**src/rtl/wiper_pkg.sv**
```systemverilog
package wiper_pkg;
  typedef enum logic [3:0] {
    ST_IDLE, ST_ID, ST_ID_ACK, ST_ADDR, ST_ADDR_ACK,
    ST_DATA, ST_DATA_ACK, ST_TX, ST_TX_ACK, ST_WAIT
  } bus_state_e;
endpackage

```
**src/rtl/line_filter.sv**
```systemverilog
module line_filter #(
  parameter int STAGES   = 2,
  parameter int FILT_CYC = 6
) (
  input  logic clk,
  input  logic rst_n,
  input  logic raw_i,
  output logic filt_o
);
  localparam int CW = $clog2(FILT_CYC + 1);

  logic [STAGES-1:0] sync_q;
  logic              filt_q, filt_n;
  logic [CW-1:0]     cnt_q, cnt_n;
  logic              s;

  assign s = sync_q[STAGES-1];

  always_comb begin
    filt_n = filt_q;
    cnt_n  = '0;
    if (s != filt_q) begin
      if (cnt_q == CW'(FILT_CYC - 1)) filt_n = s;
      else                            cnt_n  = cnt_q + 1'b1;
    end
  end

  always_ff @(posedge clk or negedge rst_n) begin
    if (!rst_n) begin
      sync_q <= '1;
      filt_q <= 1'b1;
      cnt_q  <= '0;
    end else begin
      sync_q <= {sync_q[STAGES-2:0], raw_i};
      filt_q <= filt_n;
      cnt_q  <= cnt_n;
    end
  end

  assign filt_o = filt_q;

  // the filtered level only moves to a level the synchronizer has held
  p_filter_follows_r8: assert property (@(posedge clk) disable iff (!rst_n)
    (filt_q != $past(filt_q)) |-> (filt_q == $past(s)));
endmodule

```
**src/rtl/wiper_regs.sv**
```systemverilog
module wiper_regs #(
  parameter int NREG  = 4,
  parameter int DW    = 8,
  parameter int AW    = 2,
  parameter logic [DW-1:0] RST_VAL = 8'h80
) (
  input  logic               clk,
  input  logic               rst_n,
  input  logic               we_i,
  input  logic [AW-1:0]      waddr_i,
  input  logic [DW-1:0]      wdata_i,
  output logic [NREG*DW-1:0] q_o
);
  for (genvar k = 0; k < NREG; k++) begin : g_reg
    logic [DW-1:0] r_q;
    logic          en;
    assign en = we_i && (waddr_i == AW'(k));
    always_ff @(posedge clk or negedge rst_n) begin
      if (!rst_n)  r_q <= RST_VAL;
      else if (en) r_q <= wdata_i;
    end
    assign q_o[k*DW +: DW] = r_q;
  end

  // no wiper moves unless a completed value byte was handed over
  p_hold_without_write_r7: assert property (@(posedge clk) disable iff (!rst_n)
    !$past(we_i) |-> $stable(q_o));
endmodule

```
**src/rtl/bus_fsm.sv**
```systemverilog
module bus_fsm
  import wiper_pkg::*;
#(
  parameter int NREG = 4,
  parameter int DW   = 8,
  parameter int AW   = 2,
  parameter logic [4:0] ID_PREFIX = 5'b01010
) (
  input  logic          clk,
  input  logic          rst_n,
  input  logic          busy_i,
  input  logic          sda_f_i,
  input  logic          scl_rise_i,
  input  logic          scl_fall_i,
  input  logic          start_i,
  input  logic          stop_i,
  input  logic [1:0]    strap_i,
  input  logic [DW-1:0] rdata_i,
  output logic [AW-1:0] ptr_o,
  output logic          we_o,
  output logic [DW-1:0] wdata_o,
  output logic          pull_o
);
  localparam int CW = $clog2(DW + 1);

  bus_state_e    st_q, st_n;
  logic [CW-1:0] cnt_q, cnt_n;
  logic [DW-1:0] sh_q, sh_n;
  logic [AW-1:0] ptr_q, ptr_n, ptr_inc;
  logic          rd_q, rd_n, ack_q, ack_n;

  assign ptr_inc = (ptr_q == AW'(NREG - 1)) ? '0 : ptr_q + 1'b1;

  always_comb begin
    st_n = st_q; cnt_n = cnt_q; sh_n = sh_q; ptr_n = ptr_q;
    rd_n = rd_q; ack_n = ack_q; we_o = 1'b0;
    if (busy_i) begin
      st_n = ST_IDLE;
    end else if (start_i) begin
      st_n = ST_ID; cnt_n = '0;
    end else if (stop_i) begin
      st_n = ST_IDLE;
    end else begin
      unique case (st_q)
        ST_ID, ST_ADDR, ST_DATA: begin
          if (scl_rise_i && cnt_q != CW'(DW)) begin
            sh_n  = {sh_q[DW-2:0], sda_f_i};
            cnt_n = cnt_q + 1'b1;
          end
          if (scl_fall_i && cnt_q == CW'(DW)) begin
            cnt_n = '0;
            st_n  = ST_WAIT;
            if (st_q == ST_ID) begin
              if (sh_q[7:3] == ID_PREFIX && sh_q[2:1] == strap_i) begin
                rd_n = sh_q[0]; st_n = ST_ID_ACK;
              end
            end else if (st_q == ST_ADDR) begin
              if (sh_q < DW'(NREG)) begin
                ptr_n = sh_q[AW-1:0]; st_n = ST_ADDR_ACK;
              end
            end else begin
              we_o = 1'b1; st_n = ST_DATA_ACK;
            end
          end
        end
        ST_ID_ACK: if (scl_fall_i) begin
          if (rd_q) begin
            sh_n = rdata_i; ptr_n = ptr_inc; cnt_n = '0; st_n = ST_TX;
          end else st_n = ST_ADDR;
        end
        ST_ADDR_ACK: if (scl_fall_i) st_n = ST_DATA;
        ST_DATA_ACK: if (scl_fall_i) st_n = ST_WAIT;
        ST_TX: begin
          if (scl_rise_i) cnt_n = cnt_q + 1'b1;
          if (scl_fall_i) begin
            if (cnt_q == CW'(DW)) begin cnt_n = '0; st_n = ST_TX_ACK; end
            else sh_n = {sh_q[DW-2:0], 1'b1};
          end
        end
        ST_TX_ACK: begin
          if (scl_rise_i) ack_n = !sda_f_i;
          if (scl_fall_i) begin
            if (ack_q) begin
              sh_n = rdata_i; ptr_n = ptr_inc; cnt_n = '0; st_n = ST_TX;
            end else st_n = ST_WAIT;
          end
        end
        default: ;
      endcase
    end
  end

  always_ff @(posedge clk or negedge rst_n) begin
    if (!rst_n) begin
      st_q <= ST_IDLE; cnt_q <= '0; sh_q <= '0; ptr_q <= '0;
      rd_q <= 1'b0; ack_q <= 1'b0;
    end else begin
      st_q <= st_n; cnt_q <= cnt_n; sh_q <= sh_n; ptr_q <= ptr_n;
      rd_q <= rd_n; ack_q <= ack_n;
    end
  end

  assign ptr_o   = ptr_q;
  assign wdata_o = sh_q;
  assign pull_o  = (st_q == ST_ID_ACK) || (st_q == ST_ADDR_ACK) ||
                   (st_q == ST_DATA_ACK) || (st_q == ST_TX && !sh_q[DW-1]);

  // nothing leaves idle while the power-up interval runs
  p_idle_in_pwrup_r9: assert property (@(posedge clk) disable iff (!rst_n)
    busy_i |=> (st_q == ST_IDLE));
  // a handed-over value is always followed by the acknowledge clock
  p_write_then_ack_r4: assert property (@(posedge clk) disable iff (!rst_n)
    we_o |=> (st_q == ST_DATA_ACK && pull_o));
  // the master acknowledge clock is never driven by this block
  p_release_master_ack_r6: assert property (@(posedge clk) disable iff (!rst_n)
    (st_q == ST_TX_ACK || st_q == ST_WAIT) |-> !pull_o);
endmodule

```
**src/rtl/i2c_wiper_bank.sv**
```systemverilog
module i2c_wiper_bank #(
  parameter int NREG      = 4,
  parameter int DW        = 8,
  parameter int FILT_CYC  = 6,
  parameter int PWRUP_CYC = 128
) (
  input  logic               clk,
  input  logic               rst_n,
  input  logic               scl_i,
  input  logic               sda_i,
  input  logic [1:0]         strap_i,
  output logic               sda_pull_o,
  output logic [NREG*DW-1:0] wiper_o
);
  localparam int AW  = $clog2(NREG);
  localparam int PCW = $clog2(PWRUP_CYC + 1);

  logic [1:0]    rst_sync_q;
  logic          rst_i_n;
  logic          scl_f, sda_f, scl_q, sda_q;
  logic          scl_rise, scl_fall, start_det, stop_det;
  logic [PCW-1:0] pw_q;
  logic          busy;
  logic [AW-1:0] ptr;
  logic          we;
  logic [DW-1:0] wdata;

  always_ff @(posedge clk or negedge rst_n) begin
    if (!rst_n) rst_sync_q <= '0;
    else        rst_sync_q <= {rst_sync_q[0], 1'b1};
  end
  assign rst_i_n = rst_sync_q[1];

  line_filter #(.STAGES(2), .FILT_CYC(FILT_CYC)) u_scl_filt (
    .clk(clk), .rst_n(rst_i_n), .raw_i(scl_i), .filt_o(scl_f));
  line_filter #(.STAGES(2), .FILT_CYC(FILT_CYC)) u_sda_filt (
    .clk(clk), .rst_n(rst_i_n), .raw_i(sda_i), .filt_o(sda_f));

  always_ff @(posedge clk or negedge rst_i_n) begin
    if (!rst_i_n) begin
      scl_q <= 1'b1; sda_q <= 1'b1; pw_q <= '0;
    end else begin
      scl_q <= scl_f; sda_q <= sda_f;
      if (busy) pw_q <= pw_q + 1'b1;
    end
  end

  assign busy      = (pw_q != PCW'(PWRUP_CYC));
  assign scl_rise  = scl_f && !scl_q;
  assign scl_fall  = !scl_f && scl_q;
  assign start_det = scl_q && scl_f && sda_q && !sda_f;
  assign stop_det  = scl_q && scl_f && !sda_q && sda_f;

  bus_fsm #(.NREG(NREG), .DW(DW), .AW(AW)) u_fsm (
    .clk(clk), .rst_n(rst_i_n), .busy_i(busy), .sda_f_i(sda_f),
    .scl_rise_i(scl_rise), .scl_fall_i(scl_fall),
    .start_i(start_det), .stop_i(stop_det), .strap_i(strap_i),
    .rdata_i(wiper_o[ptr*DW +: DW]), .ptr_o(ptr), .we_o(we),
    .wdata_o(wdata), .pull_o(sda_pull_o));

  wiper_regs #(.NREG(NREG), .DW(DW), .AW(AW)) u_regs (
    .clk(clk), .rst_n(rst_i_n), .we_i(we), .waddr_i(ptr),
    .wdata_i(wdata), .q_o(wiper_o));

  // the pull-low enable only turns on while the bus clock is low
  p_pull_rise_scl_low_r10: assert property (@(posedge clk) disable iff (!rst_i_n)
    (sda_pull_o && !$past(sda_pull_o)) |-> !scl_f);
endmodule

```
**config.mk**
```make
export PLATFORM = sky130hd
export DESIGN_NAME = i2c_wiper_bank
export DESIGN_NICKNAME = d
export VERILOG_FILES = /design/src/rtl/wiper_pkg.sv /design/src/rtl/line_filter.sv /design/src/rtl/wiper_regs.sv /design/src/rtl/bus_fsm.sv /design/src/rtl/i2c_wiper_bank.sv
export SDC_FILE = /design/constraint.sdc
export NUM_CORES = 1
export LEC_CHECK = 0
export ABC_AREA = 0
export BUFFER_PORTS_ARGS = -buffer_cell sky130_fd_sc_hd__buf_4
export CORE_MARGIN = 2
export CORE_UTILIZATION = 55
export CTS_CLUSTER_SIZE = 8
export DETAILED_ROUTE_END_ITERATION = 8
export GPL_TIMING_DRIVEN = 0
export PLACE_DENSITY = 0.75
export SLEW_MARGIN = 20
export SYNTH_ARGS = -nofsm -noshare
export SYNTH_HDL_FRONTEND = slang
export SYNTH_SLANG_ARGS = --single-unit
```
**constraint.sdc**
```tcl
create_clock -name clk -period 2.7 [get_ports clk]
set_input_delay 0.135 -clock clk [delete_from_list [all_inputs] [get_ports clk]]
set_output_delay 0.135 -clock clk [all_outputs]
set_load 0.1 [all_outputs]
```
# Yosys cells after proc, flatten, opt, wreduce, memory -nomap -nowiden
# Cells that the tools add are included.
[op_classes]
n_reduce_logical = 37
muxes = 58
mul = 0
bitwise_logic = 3
add_sub_neg = 5
n_lt_le_gt_ge = 1
eq_ne = 44
n_shift = 1
n_div = 0
[op_table]
columns = ["operator", "n"]
rows = [
  ["two-way mux 4 bit", 26],
  ["two-way mux 8 bit", 7],
  ["!= test 5 x 4 -> 1 bit, second input constant", 7],
  ["case mux 8 bit (4 select lines)", 1],
  ["indexed part select 32 x 6 -> 8 bit", 1],
  ["case mux 4 bit (6 select lines)", 1],
  ["two-way mux 2 bit", 9],
  ["!= test 2 x 1 -> 1 bit, second input constant", 9],
  ["equality test 4 x 3 -> 1 bit, second input constant", 4],
  ["case mux 4 bit (4 select lines)", 1],
  ["AND reduction 8 bit", 2],
  ["logical AND 1 bit", 15],
  ["two-way mux 3 bit", 5],
  ["!= test 3 x 2 -> 1 bit, second input constant", 4],
  ["AND reduction 12 bit", 1],
  ["AND reduction 11 bit", 1],
  ["nonzero test 9 bit", 1],
  ["adder 8 x 1 -> 8 bit, second input constant", 1],
  ["equality test 4 x 2 -> 1 bit, second input constant", 2],
  ["equality test 4 bit, second input constant", 2],
  ["less-than comparator 8 x 3 -> 1 bit, second input constant", 1],
  ["!= test 8 bit, second input constant", 1],
  ["two-way mux 1 bit", 7],
  ["AND reduction 7 bit", 1],
  ["other kinds (24)", 39],
]
[word_totals]
memories = 0
latchBits = 0
output_inout_bits = 33
ram_bits = 0
rom_bits = 0
elab_cells = 169
inputBits = 6
reg_bits = 76

# Depth between registers and ports, before layout
[logic_depth]
depth_word = 9
ltp_mapped = 7
mapped_depth_nobuf = 7

# Cells and area by module
# Synthesis repeated with hierarchy kept, for this count alone.
[unflattened]
hier_cells = 335
hier_area_um2 = 3940.0
[by_module_without_submodules]
columns = ["module", "n_inst", "area_each_um2", "cells_each", "seq_area_each_um2"]
rows = [
  ["bus_fsm", 1, 1564.0, 182, 500.5],
  ["wiper_regs", 1, 1217.4, 68, 805.8],
  ["i2c_wiper_bank", 1, 710.7, 53, 302.8],
  ["line_filter", 2, 224.0, 16, 153.9],
]

# Least setup slack after synthesis
# No wires, ideal clock.
[synth_path]
path_type = "register to output"
startpoint = "reg u_fsm.st_q[2]"
endpoint = "out sda_pull_o"
path_slack_ps = 474
path_stages_with_launch = 5
path_buffers = 1
required_time_ps = 2565
t_arrival_ps = 2091
path_cell_list = "dfrtp_1 > buf_2 > nand2_1 > o22a_1 > nor2_1"
[synth_between]
elab_chain_len = 4
word_cells_on_any_way = 8
cone_classes = "eq/ne (4); reduce/logical (4)"
[synth_lines]
columns = ["element", "line", "rtl"]
rows = [
  ["from (decl)", "bus_fsm.sv:26", "bus_state_e st_q, st_n;"],
  ["from (signal assigned)", "bus_fsm.sv:98", "st_q <= st_n; cnt_q <= cnt_n; sh_q <= sh_n; ptr_q <= ptr_n;"],
  ["equality test 4 x 2 -> 1 bit / equality test 4 x 3 -> 1 bit (equally long branches)", "bus_fsm.sv:105", "assign pull_o = (st_q == ST_ID_ACK) || (st_q == ST_ADDR_ACK) ||"],
  ["logical OR 1 bit (2 in a row)", "bus_fsm.sv:105", ""],
  ["logical OR 1 bit *", "bus_fsm.sv:106", "(st_q == ST_DATA_ACK) || (st_q == ST_TX && !sh_q[DW-1]);"],
  ["to (decl)", "i2c_wiper_bank.sv:12", "output logic sda_pull_o,"],
]
# Mark *: on every way between the ends. The rest lies on a longest branch, timed or not.

# Final worst setup path
[layout_path]
startpoint = "reg pw_q[0]"
endpoint = "reg u_fsm.sh_q[2] (netlist: u_fsm.wdata_o[2])"
[layout_between]
elab_chain_len = 3
[layout_lines]
columns = ["element", "line", "rtl"]
rows = [
  ["from (decl)", "i2c_wiper_bank.sv:22", "logic [PCW-1:0] pw_q;"],
  ["from (signal assigned)", "i2c_wiper_bank.sv:44", "if (busy) pw_q <= pw_q + 1'b1;"],
  ["!= test 8 bit", "i2c_wiper_bank.sv:48", "assign busy = (pw_q != PCW'(PWRUP_CYC));"],
  ["NOT 1 bit (no line)", "--", ""],
  ["AND reduction 11 bit (no line)", "--", ""],
  ["to (signal assigned)", "bus_fsm.sv:98", ""],
  ["to (decl)", "bus_fsm.sv:28", "logic [DW-1:0] sh_q, sh_n;"],
]
# No other way between the ends.
# A chain may end at the register's enable or synchronous reset.

==> impl_metrics.ini <==
[clocking]
cts_tree = yes
cts_resized = 0
cts_buffer_depth = 2
h-tree-depth = 3
hold_buffers = 3
root_buffer = clkbuf_8
clk_latency_ns = 0.35
clk_pin_slew_worst_paths_ns = 0.09
post_cts_buffers = 0
tritoncts.num_buffers = 9
cts_sinks = 76

[detailed_routing]
first_pass_iters = 4
wl_per_cell_microns = 17.3
num_vias = 2710
via_per_inst = 5.71
drc_errors = 0
drt_first_iter_violations = 102
wirelength_microns = 8200
antenna_left = 0

[yosys]
synthFlopType = dfrtp_1
yosys_warnings = 0
synthesis.area_sq_um = 3870
yosysMostFrequentCell = dfrtp_1
synth_nets = 335
synth_top_family_by_area = multiplexers
synthTopCellsByArea = dfrtp_1 41%, mux2_2 14%, dfstp_2 8.1%, mux4_2 4.7%, ha_1 2.6%
synth_xor_area_frac = 0.0271
synth_area_leader_cell = dfrtp_1
synthArstFlopShare = 1.00
ys_seq_elements = 76
synth-simple-area-share = 0.135
synthMuxAreaShare = 0.204
synth_cells = 321
synthTopCellsByCount = 64 x dfrtp_1, 47 x mux2_2, 23 x nand2_1, 18 x nor2_1, 12 x dfstp_2
synthAdderAreaFrac = 0.0258
synth.distinct_cells = 54
postSynthAreaPerCell_sq_um = 12.1
synth_compound_area_frac = 0.0885
yosys.area.top_type_share = 0.413
yosysSeqAreaShare = 0.495
synth_edf_count = 0

[placed_design]
gp_congestion = 0.883
dp.final_hpwl_microns = 5810
io_buffers = 38
place_inst = 456

[power]
p_per_area_nw_per_um2 = 518
cell_internal_pwr_w = 0.00167
switching_share = 0.290
power_frac_comb = 0.092
leakage_nw = 2.08
switchingPower_w = 0.000681
peakVddDrop_mv = 0.379
clkPwrFrac = 0.358
seq_power_share = 0.550

[min_path]
hold_path_class = primary input to asynchronous set/reset pin

[layout]
area_growth_pct = 17.0
fin_cells = 475
num_antenna_cells = 0
drive_gt1_frac = 0.359
nets = 388

[die]
dieWidth_microns = 87.9
dieArea_sq_um = 7730
core-area_sq_um = 6790
die_h_microns = 87.9
std_cell_rows = 30
ios = 39
start_util = 0.570

[flow_run]
maxCapViolCount = 0

[setup_path]
reg2reg_depth = 7
start_kind = flip-flop
cp_max_fo = 8
endpoint = u_fsm.wdata_o[2]
r2r_end = u_fsm.wdata_o[2]
critical_path_class = flip-flop to flip-flop
cp.arrival_ns = 2.73
ff2ff_setup_slack_ns = 0.21
rr_startpoint = pw_q[0]
cp-end-kind = flip-flop
required_ns = 2.94
setup.worst_path.start = pw_q[0]

[timing]
drv_slew = 0
period_needed_ns = 2.49
setup_viol = 0
slew_headroom = 0.574
rsz0062_at_grt = false
max_clock_freq_mhz = 401
worst-slew-pin-transition_ns = 0.638
hold_viol = 0
fin_crit_sh = 0.923
fin_skew_ns = 0.0122
timing.hold.ws_ns = 0.0861

[grt]
first_global_vias = 2754
antenna_found_initial = 0
grt_max_degree = 47
grt_pass1_wl_microns = 13500
grt.total_usage = 0.230
grt_overflow = 0

[run_status]
status = finished clean
==> stage by stage <==
stage,total power [W],setup TNS [ns],setup slack [ns],instance area (sq um),util
floorplan,0.00145,0,0.448,3870,-
global placement,0.00150,-21.97,-0.358,4280,0.630
detailed placement,0.00152,0,0.243,4310,0.634
CTS,0.00237,0,0.212,4530,0.667
global route,0.00245,0,0.0669,4530,0.667
finish,0.00235,0,0.208,4530,0.667
==> critical path: stages, from the launching register on <==
cell	delay, ns
dfrtp_1	0.41
inv_1	0.12
ha_1	0.16
and4bb_1	0.29
nand4b_2	0.25
a21o_1	0.27
a221oi_4	0.48
mux2_2	0.41
==> worst min path at each step <==
stage / start / to / cells past startpoint / slack, ns
floorplan: rst_n / rst_sync_q[0] / 0 / -0.16
global placement: rst_n / rst_sync_q[0] / 1 / -0.08
detailed placement: rst_n / rst_sync_q[0] / 1 / -0.08
CTS: rst_n / rst_sync_q[1] / 2 / 0.07
global route: rst_n / rst_sync_q[1] / 2 / 0.08
finish: rst_n / rst_sync_q[1] / 2 / 0.09
==> layer usage <==
metal,wire (microns),GRT usage,vias up,part of all wire
met5,0,0,-,0
met3,266,0.0396,9,0.032
met4,113,0.0881,0,0.014
met1,3650,0.304,1361,0.44
li1,-,-,1285,-
met2,4180,0.383,55,0.51
==> flip-flops by register name (all words and copies together) (netlist names), 3 cells and up <==
signal and flops:
u_regs.g.r_q 32, pw_q 8, u_fsm.wdata_o 8, u_fsm.cnt_q 4, u_fsm.st_q 4, u_scl_filt.cnt_q 3
u_sda_filt.cnt_q 3
==> cell type report <==
type | count | area [sq um]
Fill cell | 525 | 2260
Sequential cell | 76 | 1920
Multi-Input combinational cell | 224 | 1870
Timing Repair Buffer | 42 | 343
Clock buffer | 9 | 124
Tap cell | 96 | 120
Clock inverter | 7 | 68.8
Buffer | 10 | 47.5
Inverter | 11 | 41.3
==> placed cells by master (no fill, tap or decap), types with 9 or more instances in the layout <==
| cell type | instances |
|---|---|
| dfstp_2 | 12 |
| xnor2_1 | 10 |
| mux2_2 | 47 |
| clkbuf_8 | 9 |
| nor3_1 | 9 |
| buf_4 | 39 |
| nor2_1 | 18 |
| nand2_1 | 23 |
| inv_1 | 11 |
| dfrtp_1 | 63 |
| a21oi_1 | 10 |
==> power groups by stage <==
stage	clock network (W)	logic [W]	registers [W]
finish	0.000839	0.000216	0.00129
detailed placement	0	0.000213	0.00131
global route	0.000904	0.000242	0.00130
global placement	0	0.000184	0.00132
floorplan	0	0.000156	0.00130
CTS	0.000863	0.000217	0.00129
==> kinds of logic (layout without fill, tap and decap cells) <==
| logic type | Yosys count | after routing |
|---|---|---|
| simple gates | 93 | 93 |
| flops | 76 | 76 |
| mux | 63 | 63 |
| compound gates | 47 | 47 |
| buf+inv | 21 | 79 |
| xor+xnor | 12 | 12 |
| fa+ha+maj | 8 | 8 |
| other cells | 1 | 1 |
(Power assumes the default switching activity.)
